--- config.mk ---
export PLATFORM = sky130hd
export DESIGN_NAME = adc_dual_seq
export DESIGN_NICKNAME = d
export VERILOG_FILES = /design/src/rtl/adc_seq_pkg.sv /design/src/rtl/adc_seq_fsm.sv /design/src/rtl/adc_trial_path.sv /design/src/rtl/adc_dual_seq.sv
export SDC_FILE = /design/constraint.sdc
export NUM_CORES = 1
export LEC_CHECK = 0
export ABC_AREA = 1
export BUFFER_PORTS_ARGS = -buffer_cell sky130_fd_sc_hd__buf_4
export CAP_MARGIN = 40
export CORE_MARGIN = 3
export CORE_UTILIZATION = 40
export CTS_CLUSTER_SIZE = 30
export DETAILED_ROUTE_END_ITERATION = 7
export GPL_ROUTABILITY_DRIVEN = 1
export MAX_ROUTING_LAYER = met4
export SLEW_MARGIN = 20
export SYNTH_ARGS = -nofsm -noshare
export SYNTH_HDL_FRONTEND = slang
export SYNTH_SLANG_ARGS = --single-unit
--- constraint.sdc ---
create_clock -name clk -period 2 [get_ports clk]
set_clock_uncertainty 0.05 [all_clocks]
set_input_delay 0.1 -clock clk [delete_from_list [all_inputs] [get_ports clk]]
set_output_delay 0.1 -clock clk [all_outputs]
set_load 0.03 [all_outputs]
--- src/rtl/adc_seq_pkg.sv ---
// Shared types for the dual-mode conversion sequencer.
package adc_seq_pkg;
    // Sequencer phase: idle, DAC settle wait, comparator decision.
    typedef enum logic [1:0] {
        PH_IDLE   = 2'd0,
        PH_SETTLE = 2'd1,
        PH_DECIDE = 2'd2
    } phase_t;

    // Search selection, encoded as the mode input value.
    typedef enum logic {
        SRCH_RAMP   = 1'b0,
        SRCH_BINARY = 1'b1
    } search_t;
endpackage

--- src/rtl/adc_seq_fsm.sv ---
// Phase controller for the conversion sequencer.
// Accepts a start only when idle, and alternates settle and decide phases
// until the datapath reports the final decision. It then pulses done for one cycle.
// Assumes: finish is only meaningful while decide is high.
module adc_seq_fsm
    import adc_seq_pkg::*;
(
    input  logic clk,
    input  logic rst_n,
    input  logic start,
    input  logic finish,
    output logic load,
    output logic decide,
    output logic busy,
    output logic done
);
    phase_t phase_q, phase_d;

    assign load   = start && (phase_q == PH_IDLE);
    assign decide = (phase_q == PH_DECIDE);
    assign busy   = (phase_q != PH_IDLE);

    // Next-phase selection.
    always_comb begin
        phase_d = phase_q;
        unique case (phase_q)
            PH_IDLE:   if (load) phase_d = PH_SETTLE;
            PH_SETTLE: phase_d = PH_DECIDE;
            PH_DECIDE: phase_d = finish ? PH_IDLE : PH_SETTLE;
            default:   phase_d = PH_IDLE;
        endcase
    end

    // Phase register and registered done pulse.
    always_ff @(posedge clk) begin
        if (!rst_n) begin
            phase_q <= PH_IDLE;
            done    <= 1'b0;
        end else begin
            phase_q <= phase_d;
            done    <= decide && finish;
        end
    end

    assert_start_to_busy_R2: assert property (@(posedge clk) disable iff (!rst_n)
        (start && !busy) |=> busy);
    assert_settle_then_decide_R3: assert property (@(posedge clk) disable iff (!rst_n)
        (phase_q == PH_SETTLE) |=> (phase_q == PH_DECIDE));
    assert_done_single_R8: assert property (@(posedge clk) disable iff (!rst_n)
        done |=> !done);
    assert_busy_start_ignored_R10: assert property (@(posedge clk) disable iff (!rst_n)
        (busy && start && phase_q == PH_SETTLE) |=> (phase_q == PH_DECIDE));
endmodule

--- src/rtl/adc_trial_path.sv ---
// Trial-code datapath for both search modes.
// Holds the current trial code, the one-hot mask of the bit under test and the
// latched mode. It steps the code on each decide phase and captures the result.
// Assumes: cmp_hi is already settled for the current code whenever decide is high.
module adc_trial_path
    import adc_seq_pkg::*;
#(
    parameter int WIDTH = 8
) (
    input  logic             clk,
    input  logic             rst_n,
    input  logic             load,
    input  logic             decide,
    input  logic             mode_in,
    input  logic             cmp_hi,
    output logic [WIDTH-1:0] trial,
    output logic             finish,
    output logic [WIDTH-1:0] result
);
    localparam logic [WIDTH-1:0] ALL_ONES = {WIDTH{1'b1}};
    localparam logic [WIDTH-1:0] TOP_BIT  = {1'b1, {(WIDTH-1){1'b0}}};

    search_t          mode_q;
    logic [WIDTH-1:0] trial_q, mask_q, result_q;
    logic [WIDTH-1:0] binary_kept, final_code, step_code;

    // Binary search: clear the bit under test if the DAC overshot.
    assign binary_kept = cmp_hi ? (trial_q & ~mask_q) : trial_q;

    // End-of-conversion decision and the value it commits.
    always_comb begin
        if (mode_q == SRCH_RAMP) begin
            finish     = decide && (cmp_hi || trial_q == ALL_ONES);
            final_code = trial_q;
            step_code  = trial_q + 1'b1;
        end else begin
            finish     = decide && mask_q[0];
            final_code = binary_kept;
            step_code  = binary_kept | (mask_q >> 1);
        end
    end

    // Trial code, bit mask and mode registers.
    always_ff @(posedge clk) begin
        if (!rst_n) begin
            trial_q <= '0;
            mask_q  <= '0;
            mode_q  <= SRCH_RAMP;
        end else if (load) begin
            mode_q  <= search_t'(mode_in);
            mask_q  <= TOP_BIT;
            trial_q <= mode_in ? TOP_BIT : '0;
        end else if (decide && !finish) begin
            trial_q <= step_code;
            mask_q  <= mask_q >> 1;
        end
    end

    // Result register, written once per completed conversion.
    always_ff @(posedge clk) begin
        if (!rst_n)
            result_q <= '0;
        else if (finish)
            result_q <= final_code;
    end

    assign trial  = trial_q;
    assign result = result_q;

    assert_ramp_increment_R4: assert property (@(posedge clk) disable iff (!rst_n)
        (decide && mode_q == SRCH_RAMP && !finish) |=> (trial_q == $past(trial_q) + 1'b1));
    assert_ramp_all_ones_end_R5: assert property (@(posedge clk) disable iff (!rst_n)
        (decide && mode_q == SRCH_RAMP && trial_q == ALL_ONES) |=> (result_q == ALL_ONES));
    assert_binary_first_trial_R6: assert property (@(posedge clk) disable iff (!rst_n)
        (load && mode_in) |=> (trial_q == TOP_BIT));
    assert_binary_clear_bit_R7: assert property (@(posedge clk) disable iff (!rst_n)
        (decide && mode_q == SRCH_BINARY && cmp_hi && !mask_q[0])
            |=> ((trial_q & $past(mask_q)) == '0));
    assert_result_hold_R9: assert property (@(posedge clk) disable iff (!rst_n)
        !finish |=> $stable(result_q));
endmodule

--- src/rtl/adc_dual_seq.sv ---
// Top of the dual-mode conversion sequencer.
// Connects the phase controller to the trial-code datapath.
// Assumes: an external DAC converts trial_o, and cmp_hi_i reports the
// comparator one settle cycle after each code change.
module adc_dual_seq #(
    parameter int WIDTH = 8
) (
    input  logic             clk,
    input  logic             rst_n,
    input  logic             start_i,
    input  logic             mode_i,
    input  logic             cmp_hi_i,
    output logic [WIDTH-1:0] trial_o,
    output logic             busy_o,
    output logic             done_o,
    output logic [WIDTH-1:0] result_o
);
    logic load, decide, finish;

    adc_seq_fsm u_fsm (
        .clk    (clk),
        .rst_n  (rst_n),
        .start  (start_i),
        .finish (finish),
        .load   (load),
        .decide (decide),
        .busy   (busy_o),
        .done   (done_o)
    );

    adc_trial_path #(.WIDTH(WIDTH)) u_path (
        .clk     (clk),
        .rst_n   (rst_n),
        .load    (load),
        .decide  (decide),
        .mode_in (mode_i),
        .cmp_hi  (cmp_hi_i),
        .trial   (trial_o),
        .finish  (finish),
        .result  (result_o)
    );

    assert_done_not_busy_R8: assert property (@(posedge clk) disable iff (!rst_n)
        done_o |-> !busy_o);
endmodule

### Word-level counts from Yosys, hierarchy flattened

Index checks and enable logic that the tools add are counted.

* register bits: 28
* input bits: 5
* output and inout port bits: 18

* $add $sub $neg: 1
* equal/unequal tests: 4
* muxes and demuxes: 12
* bitwise operators: 4
* reductions and logical operators: 11

Operators by type and width (count)
* 8-bit two-way mux: 8
* 8-bit by 1-bit adder with 8-bit output, second input constant: 1
* 8-bit AND: 1
* 8-bit equality test, second input constant: 1
* 8-bit NOT: 1
* 8-bit by 7-bit OR with 8-bit output: 1
* 2-bit case mux with 3 select lines: 1
* 1-bit logical AND: 5
* 2-bit nonzero test: 2
* 2-bit by 1-bit equality test with 1-bit output, second input constant: 1
* 2-bit equality test, second input constant: 1
* 2-bit zero test: 1
* 1-bit two-way mux: 2
* 2-bit two-way mux: 1
* 2-bit inequality test, second input constant: 1
* 2-bit OR reduction: 1
* 1-bit zero test: 1
* 1-bit logical OR: 1
* 1-bit NOT: 1

### Depth between registers and ports, before layout

Gate-level depths: netlist (run 1).

* depth after elaboration: 8
* depth in mapped cells: 11
* gate-level depth less buffers: 11

### Modules after synthesis

From an unflattened synthesis (run 1), not the netlist that was laid out.

* cells, all modules: 220
* area total of the unflattened synthesis: 1515.2 um^2

Modules (own cells, without submodules)
* adc_trial_path: instances 1, cells each 202, area each 1387.6 um^2
* adc_seq_fsm: instances 1, cells each 18, area each 127.6 um^2

### Worst setup path after synthesis (run 1)

Ideal clock, no wire load.

* path kind: register to register
* from: register u_path.trial_q[1], in the netlist u_path.trial[1]
* to: register u_path.result_q[3], in the netlist u_path.result[3]
* setup time: 0.134 ns
* arrival time: 1.532 ns
* data required time: 1.816 ns
* path slack: 0.284 ns
* cell stages (with the launch flop): 10
* buffers on the path: 1
* period minus slack after synthesis: 1.716 ns
* cell sequence: dfxtp_1 -> ha_1 -> nand2_1 -> inv_2 -> nand3_2 -> nand2_2 -> nand3_2 -> buf_2 -> nand3_1 -> o31ai_2

* longest elaborated chain between the ends: 4

Ends and longest elaborated chain
* start: declaration: RTL line adc_trial_path.sv:24 `logic [WIDTH-1:0] trial_q, mask_q, result_q;`
* start signal: assignment: RTL line adc_trial_path.sv:52 `trial_q <= mode_in ? TOP_BIT : '0;`
* start signal: assignment: RTL line adc_trial_path.sv:54 `trial_q <= step_code;`
* 8-bit equality test: RTL line adc_trial_path.sv:33 `finish = decide && (cmp_hi || trial_q == ALL_ONES);`
* 1-bit logical OR: RTL line adc_trial_path.sv:33
* 1-bit logical AND: RTL line adc_trial_path.sv:33
* 1-bit two-way mux: RTL line adc_trial_path.sv:32 `if (mode_q == SRCH_RAMP) begin`
* end signal: assignment: RTL line adc_trial_path.sv:64 `result_q <= final_code;`
* end: declaration: RTL line adc_trial_path.sv:24

Every way passes these cells.
A chain may end at the register's enable or synchronous reset.

### Worst setup path after layout (run 1)

* from: register u_path.trial_q[1], in the netlist u_path.trial[1]
* to: register u_path.trial_q[4], in the netlist u_path.trial[4]

* longest elaborated chain between the ends: 7
* elaborated cells between the ends (all ways): 11
* those cells by class: 1 x add/sub; 1 x eq/ne; 4 x mux; 5 x reduce/logical

Ends and longest elaborated chain
* parallel branches: the longest is 7 deep, another holds 8-bit by 1-bit adder with 8-bit output

Several ways; the timed one is not identified. The select of a mux whose other input is x is not followed.

==> results of run 1 <==
[power by group through the flow]
stage / Combinational (W) / Sequential (W) / Clock [W]
2_1_floorplan: 0.000113 / 0.000625 / 0
3_3_place_gp: 0.000193 / 0.000610 / 0
3_5_place_dp: 0.000194 / 0.000610 / 0
4_1_cts: 0.000198 / 0.000598 / 0.000241
5_1_grt: 0.000222 / 0.000602 / 0.000261
6_report: 0.000200 / 0.000598 / 0.000223
[state kept, by name, indices dropped and copies added, names as in the netlist]
name	cells
u_fsm.done	1
u_fsm.phase_q	2
u_path.mask_q	8
u_path.mode_q	1
u_path.result	8
u_path.trial	8
[how the worst min path moves through the flow]
stage | start | end
floorplan | mode_i | u_path.mode_q$_SDFFE_PN0P_
global placement | mode_i | u_path.mode_q$_SDFFE_PN0P_
detailed placement | mode_i | u_path.mode_q$_SDFFE_PN0P_
CTS | cmp_hi_i | u_path.result[5]$_SDFFE_PN0P_
global route | cmp_hi_i | u_path.result[5]$_SDFFE_PN0P_
finish | cmp_hi_i | u_path.result[5]$_SDFFE_PN0P_
[layout make-up]
class                           count  share of cell area
Clock buffer                        3              0.0132
Inverter                           17              0.0374
Multi-Input combinational cell    151               0.441
Sequential cell                    28               0.328
Tap cell                           44              0.0322
Timing Repair Buffer               33               0.148
[layer usage]
metal / GRT usage / routed length, µm / share of wire / vias to the layer above
met5: - / 0 / 0 / -
met4: 0.0259 / 7 / 0.0020 / 0
met3: 0.0359 / 213 / 0.061 / 2
met2: 0.277 / 1570 / 0.45 / 43
met1: 0.246 / 1700 / 0.49 / 643
li1: - / - / - / 724
[critical path, cell delays in order (launching register included)]
cell and delay, ns:
dfxtp_1 0.45, ha_1 0.20, nand2_1 0.08, inv_2 0.09
nand3_2 0.08, nand2_2 0.10, nand2_2 0.08, nand2_4 0.17
nand2_2 0.14, nand2_1 0.09, nand2_1 0.05, nor2_1 0.07
[cells by family after synthesis]
kind of cell / after synthesis
AOI/OAI and AO/OA: 38
adders and majority gates: 1
and+or+nand+nor: 112
DFF: 28
buffers and inverters: 26
[Yosys cell counts, drive strengths merged]
| cell | instances | area [µm²] |
|---|---|---|
| nand3 | 25 | 140 |
| buf | 6 | 36.3 |
| ha | 1 | 12.5 |
| clkbuf | 3 | 11.3 |
| a31oi | 1 | 6.26 |
| nand4 | 1 | 6.26 |
| nand2 | 48 | 198 |
| nor3 | 2 | 10.0 |
| inv | 17 | 63.8 |
| o22ai | 1 | 6.26 |
| a21oi | 14 | 73.8 |
| nor2 | 33 | 134 |
| o31ai | 3 | 37.5 |
| or2 | 1 | 6.26 |
| nand3b | 2 | 15.0 |
| dfxtp | 28 | 561 |
| o21ai | 19 | 95.1 |
[repair_timing]
| action | in CTS | in global routing |
|---|---|---|
| resized for setup | 0 | 2 |
| hold buffers | 2 | 0 |
| endpoints found under the setup margin | 0 | 4 |
| hold endpoints to repair | 2 | 0 |
[metrics by stage]
| stage | utilization | instance area, µm² | hold WS (ns) | worst slack [ns] | total power [W] |
|---|---|---|---|---|---|
| finish | 0.533 | 1710 | 0.118 | 0.293 | 0.00102 |
| global route | 0.533 | 1710 | 0.128 | 0.0899 | 0.00109 |
| CTS | 0.529 | 1700 | 0.0998 | 0.150 | 0.00104 |
| detailed placement | 0.516 | 1650 | 0.342 | 0.193 | 0.000805 |
| global placement | 0.516 | 1650 | 0.335 | 0.310 | 0.000803 |
| floorplan | - | 1410 | 0.215 | 0.284 | 0.000738 |
==> out/summary.txt, run 1 <==
=================================================================================
Yosys synthesis warning count                                                   0
Most frequent cells in the layout                                    43 x nand2_1, 31 x nor2_1, 31 x buf_4, 28 x dfxtp_1, 22 x nand3_1
Worst Path Class, Setup                                              register to register
Boundary Pins                                                                  23
Flop pwr share                                                              0.586
Simple-gate area share of the yosys netlist                                 0.360
Floorplan die area                                                    0.00428 mm²
Count of placed standard cells including taps                                 271
Net count after synthesis                                                     211
Number of routed nets with antenna violations                                   0
Part of the cycle the worst path needs                                      0.853
Detail-routed net length per standard cell                                12.7 µm
TritonCTS clock tree                                                          yes
Hold WC Path Type                                                    input pin to register
RSZ-0062 raised after global routing                                           no
Launch point of the worst path                                       u_path.trial[1]$_SDFFE_PN0P_
Horizontal die dimension                                                  65.4 µm
Iter 0 DRT Violations                                                          70
Antenna cells                                                                   0
Num rows                                                                       20
Drt via density                                                              5.12
Commonest non-fill, non-tap cell in the layout                            nand2_1
P_sw                                                                   0.000300 W
Max_slew headroom                                                           0.716
Final instance count without filler cells                                     276
Multiplexer area fraction after synthesis                                       0
Internal power of the cells                                            0.000721 W
Total setup buffers inserted after CTS                                          0
Maximum number of pins on one net before global-route repair                   16
Global-route wire length before repair                                    5890 µm
Core outline area                                                     0.00320 mm²
Level count of the clock H-tree                                                 1
Crit Reg-Reg Endpoint                                                u_path.trial[4]$_SDFFE_PN0P_
Clock latency on the worst-skew pair                                      0.32 ns
Die height                                                                65.4 µm
Part of the Yosys area used for sequential elements                         0.397
Capture point of the critical path                                   u_path.trial[4]$_SDFFE_PN0P_
Switching share of power                                                    0.294
Aggregate negative setup slack                                               0 ns
Proportion of layout cells with a drive suffix above 1                      0.224
Share of power burned in combinational logic                                0.196
VDD IR max                                                               0.327 mV
Number of buffers inserted during clock tree synthesis                          3
Post-synthesis to final-layout area growth                                  20.9%
Num Clock Sinks                                                                28
Number of filler cells placed in the layout                                   346
Pin slew with the least headroom to its limit                            0.425 ns
Run status                                                           complete, no violations
Yosys reg bits                                                                 28
Reported max-cap violation count                                                0
Mean instance size in the synthesized netlist                            6.89 µm²
Via count of the first global-routing pass                                   1219
Power share of the clock group                                              0.218
Total vias in the final route                                                1412
Standby leakage power                                                    0.740 nW
Worst Hold Depth                                                                4
Drt first pass iters                                                            4
Detail Placement HPWL                                                     2660 µm
Footprint of the multi-input gates                                        753 µm²
Library cell used as clock root buffer                                   clkbuf_4
Post-synthesis xor/xnor area fraction                                           0
Data required time at the worst endpoint                                  2.22 ns
Initial Utilization                                                         0.441
Number of DRC violations after detailed routing                                 0
Register clock-pin slew on the reported worst setup and hold paths        0.13 ns
Worst EP arrival                                                          1.93 ns
Worst Path Max Fanout                                                          15
Number of unique standard cell types used by synthesis                         26
Mapped cell area                                                      0.00141 mm²
Number of buffers between clock root and the deepest sink                       2
Area taken by flip-flops and latches                                      561 µm²
Number of hold violations in the final report                                   0
R2r worst-path depth                                                           11
Slack of the worst reg-to-reg path                                        0.29 ns
Critical register-to-register path startpoint                        u_path.trial[1]$_SDFFE_PN0P_
Total Routed Length                                                       3490 µm
Combinational family with the most area after synthesis              simple AND/OR/NAND/NOR gates
Port bufs                                                                      22
Layout net count                                                              240
Max-slew violations                                                             0
Antenna violations before repair                                                0
Overall overflow remaining after global route                                   0
Final Setup Violations                                                          0
Minimum clock period after layout                                         1.71 ns
Max Clk Rate                                                              586 MHz
Startpoint Class                                                         register
Final weighted congestion of routability-driven global placement            0.883
Power per cell area                                                    598 mW/mm²
Endpoint type of the worst setup path                                    register
Adder and majority cell fraction of the synthesized area                  0.00886
All-Layer GR Usage                                                          0.178
Synthesized instance count                                                    205
Compound-cell area share of the yosys netlist                               0.155
=================================================================================
Power figures use the tool's default switching activity.
==> run 2: changes to the inputs <==
--- a/config.mk
+++ b/config.mk
@@ -9,11 +9,12 @@
 export BUFFER_PORTS_ARGS = -buffer_cell sky130_fd_sc_hd__buf_4
 export CAP_MARGIN = 40
 export CORE_MARGIN = 3
-export CORE_UTILIZATION = 40
+export CORE_UTILIZATION = 50
 export CTS_CLUSTER_SIZE = 30
 export DETAILED_ROUTE_END_ITERATION = 7
 export GPL_ROUTABILITY_DRIVEN = 1
 export MAX_ROUTING_LAYER = met4
+export PLACE_DENSITY = 0.72
 export SLEW_MARGIN = 20
 export SYNTH_ARGS = -nofsm -noshare
 export SYNTH_HDL_FRONTEND = slang
==> out/summary.txt, run 2 (same netlist as run 1, synthesis figures left out) <==
=================================================================================
Layout net count                                                              240   unchanged
Post-synthesis to final-layout area growth                                  20.3%
Worst Path Class, Setup                                              register to register
Boundary Pins                                                                  23   unchanged
Startpoint Class                                                         register
VDD IR max                                                               0.481 mV   +47%
Detail-routed net length per standard cell                                13.7 µm   +8.2%
Power per cell area                                                    634 mW/mm²   +6.2%
Standby leakage power                                                    0.747 nW   +0.93%
Number of routed nets with antenna violations                                   0   unchanged
Drt first pass iters                                                            4   unchanged
Run status                                                           complete, no violations
Die height                                                                59.2 µm   -9.6%
Number of buffers between clock root and the deepest sink                       2   unchanged
Detail Placement HPWL                                                     2650 µm   -0.26%
Dpl cell area                                                         0.00164 mm²   -1.1%
Number of buffers inserted during clock tree synthesis                          3   unchanged
Floorplan die area                                                    0.00350 mm²   -18%
Number of DRC violations after detailed routing                                 0   unchanged
Number of hold violations in the final report                                   0   unchanged
Max-slew violations                                                             0   unchanged
Global-route wire length before repair                                    5960 µm   +1.2%
Proportion of layout cells with a drive suffix above 1                      0.227   +0.00333
Worst Hold Depth                                                                5   +1
Initial Utilization                                                         0.545   +0.104
Reported max-cap violation count                                                0   unchanged
Maximum number of pins on one net before global-route repair                   16   unchanged
Via count of the first global-routing pass                                   1240   +1.7%
Clock latency on the worst-skew pair                                      0.32 ns   about the same
Num rows                                                                       18   -10%
Most frequent cells in the layout                                    43 x nand2_1, 31 x nor2_1, 31 x buf_4, 28 x dfxtp_1, 22 x nand3_1
Total Routed Length                                                       3600 µm   +3.1%
TritonCTS clock tree                                                          yes
Max Clk Rate                                                              566 MHz   -3.4%
Worst Path Max Fanout                                                          15   unchanged
Crit Reg-Reg Endpoint                                                u_path.trial[4]$_SDFFE_PN0P_
Pin slew with the least headroom to its limit                            0.359 ns   -0.0655 ns
All-Layer GR Usage                                                          0.229   +0.0506
Core outline area                                                     0.00259 mm²   -19%
Overall overflow remaining after global route                                   0   unchanged
Post-route cell area                                                  0.00170 mm²   -0.51%
Part of the cycle the worst path needs                                      0.883   +0.0298
Antenna cells                                                                   0   unchanged
Commonest non-fill, non-tap cell in the layout                            nand2_1
Level count of the clock H-tree                                                 1   unchanged
Final weighted congestion of routability-driven global placement            0.918   +3.9%
Worst EP arrival                                                          1.99 ns   +0.06 ns
Critical register-to-register path startpoint                        u_path.trial[1]$_SDFFE_PN0P_
Data required time at the worst endpoint                                  2.22 ns   about the same
Worst min-delay path startpoint                                           start_i
Num Clock Sinks                                                                28   unchanged
Design Power                                                            0.00108 W   +5.6%
RSZ-0062 raised after global routing                                           no
Total vias in the final route                                                1419   +0.50%
Total setup buffers inserted after CTS                                          0   unchanged
Endpoint type of the worst setup path                                    register
Horizontal die dimension                                                  59.2 µm   -9.6%
Worst hold margin                                                        0.111 ns   -0.00675 ns
Library cell used as clock root buffer                                   clkbuf_4
Slack of the worst reg-to-reg path                                        0.23 ns   -0.06 ns
Aggregate negative setup slack                                               0 ns   unchanged
R2r worst-path depth                                                           11   unchanged
Number of filler cells placed in the layout                                   255   -26%
Final Setup Violations                                                          0   unchanged
Register clock-pin slew on the reported worst setup and hold paths        0.15 ns   +0.02 ns
Minimum clock period after layout                                         1.77 ns   +0.0595 ns
Hold WC Path Type                                                    input pin to register
Drt via density                                                              5.40   +5.5%
Port bufs                                                                      22   unchanged
Antenna violations before repair                                                0   unchanged
Hold-critical path endpoint                                          u_path.mode_q$_SDFFE_PN0P_
Max_slew headroom                                                           0.760   +0.0437
Iter 0 DRT Violations                                                          57   -19%
=================================================================================
run 2: routing by layer:
layer / GRT usage / routed length [µm] / vias to the layer above / part of all wire
met2: 0.380 / 1690 / 35 / 0.47
li1: - / - / 727 / -
met1: 0.300 / 1760 / 653 / 0.49
met3: 0.0196 / 117 / 4 / 0.032
met4: 0.0583 / 29 / 0 / 0.0080
met5: - / 0 / - / 0
run 2: worst max-delay path: stages (launching register included):
cell     delay [ns]
dfxtp_1        0.46
ha_1           0.20
nand2_1        0.08
inv_2          0.10
nand3_2        0.08
nand2_2        0.11
nand2_2        0.09
nand2_4        0.17
nand2_2        0.15
nand2_1        0.09
nand2_1        0.04
nor2_1         0.09
run 2: area by class of cell:
class	instances	area, µm²	area share
multi-input combinational	151	748	0.440
sequential	28	561	0.330
timing repair buffer	33	253	0.149
inverter	17	63.8	0.0376
tap	30	37.5	0.0221
clock buffer	4	36.3	0.0214
run 2: worst max path at each step:
stage,start,slack (ns),cells after the start,to
after CTS,u_path.trial[1]$_SDFFE_PN0P_,0.17,9,u_path.result[5]$_SDFFE_PN0P_
after detailed placement,u_path.trial[1]$_SDFFE_PN0P_,0.21,9,u_path.result[5]$_SDFFE_PN0P_
final,u_path.trial[1]$_SDFFE_PN0P_,0.23,11,u_path.trial[4]$_SDFFE_PN0P_
after global routing,u_path.trial[0]$_SDFFE_PN0P_,0.06,11,u_path.trial[4]$_SDFFE_PN0P_
after global placement,u_path.trial[1]$_SDFFE_PN0P_,0.35,9,u_path.result[5]$_SDFFE_PN0P_
after floorplan,u_path.trial[1]$_SDFFE_PN0P_,0.28,9,u_path.result[3]$_SDFFE_PN0P_
run 2: stage by stage:
step | setup WS, ns | std cells | util
4_1_cts | 0.168 | 263 | 0.653
5_1_grt | 0.0585 | 263 | 0.656
3_5_place_dp | 0.212 | 257 | 0.631
2_1_floorplan | 0.284 | 205 | -
6_report | 0.234 | 263 | 0.656
3_3_place_gp | 0.345 | 257 | 0.631
run 2: power breakdown:
part           total (W)  internal [W]  switching, W
Combinational   0.000201     0.0000739      0.000127
Sequential      0.000598      0.000577     0.0000218
Clock           0.000278      0.000111      0.000167
Total            0.00108      0.000762      0.000316
run 2: what timing repair did:
action	4_1_cts	5_1_grt
gates resized for setup	0	1
setup endpoints to repair	0	2
endpoints found under the hold margin	2	0
hold buffers	2	0
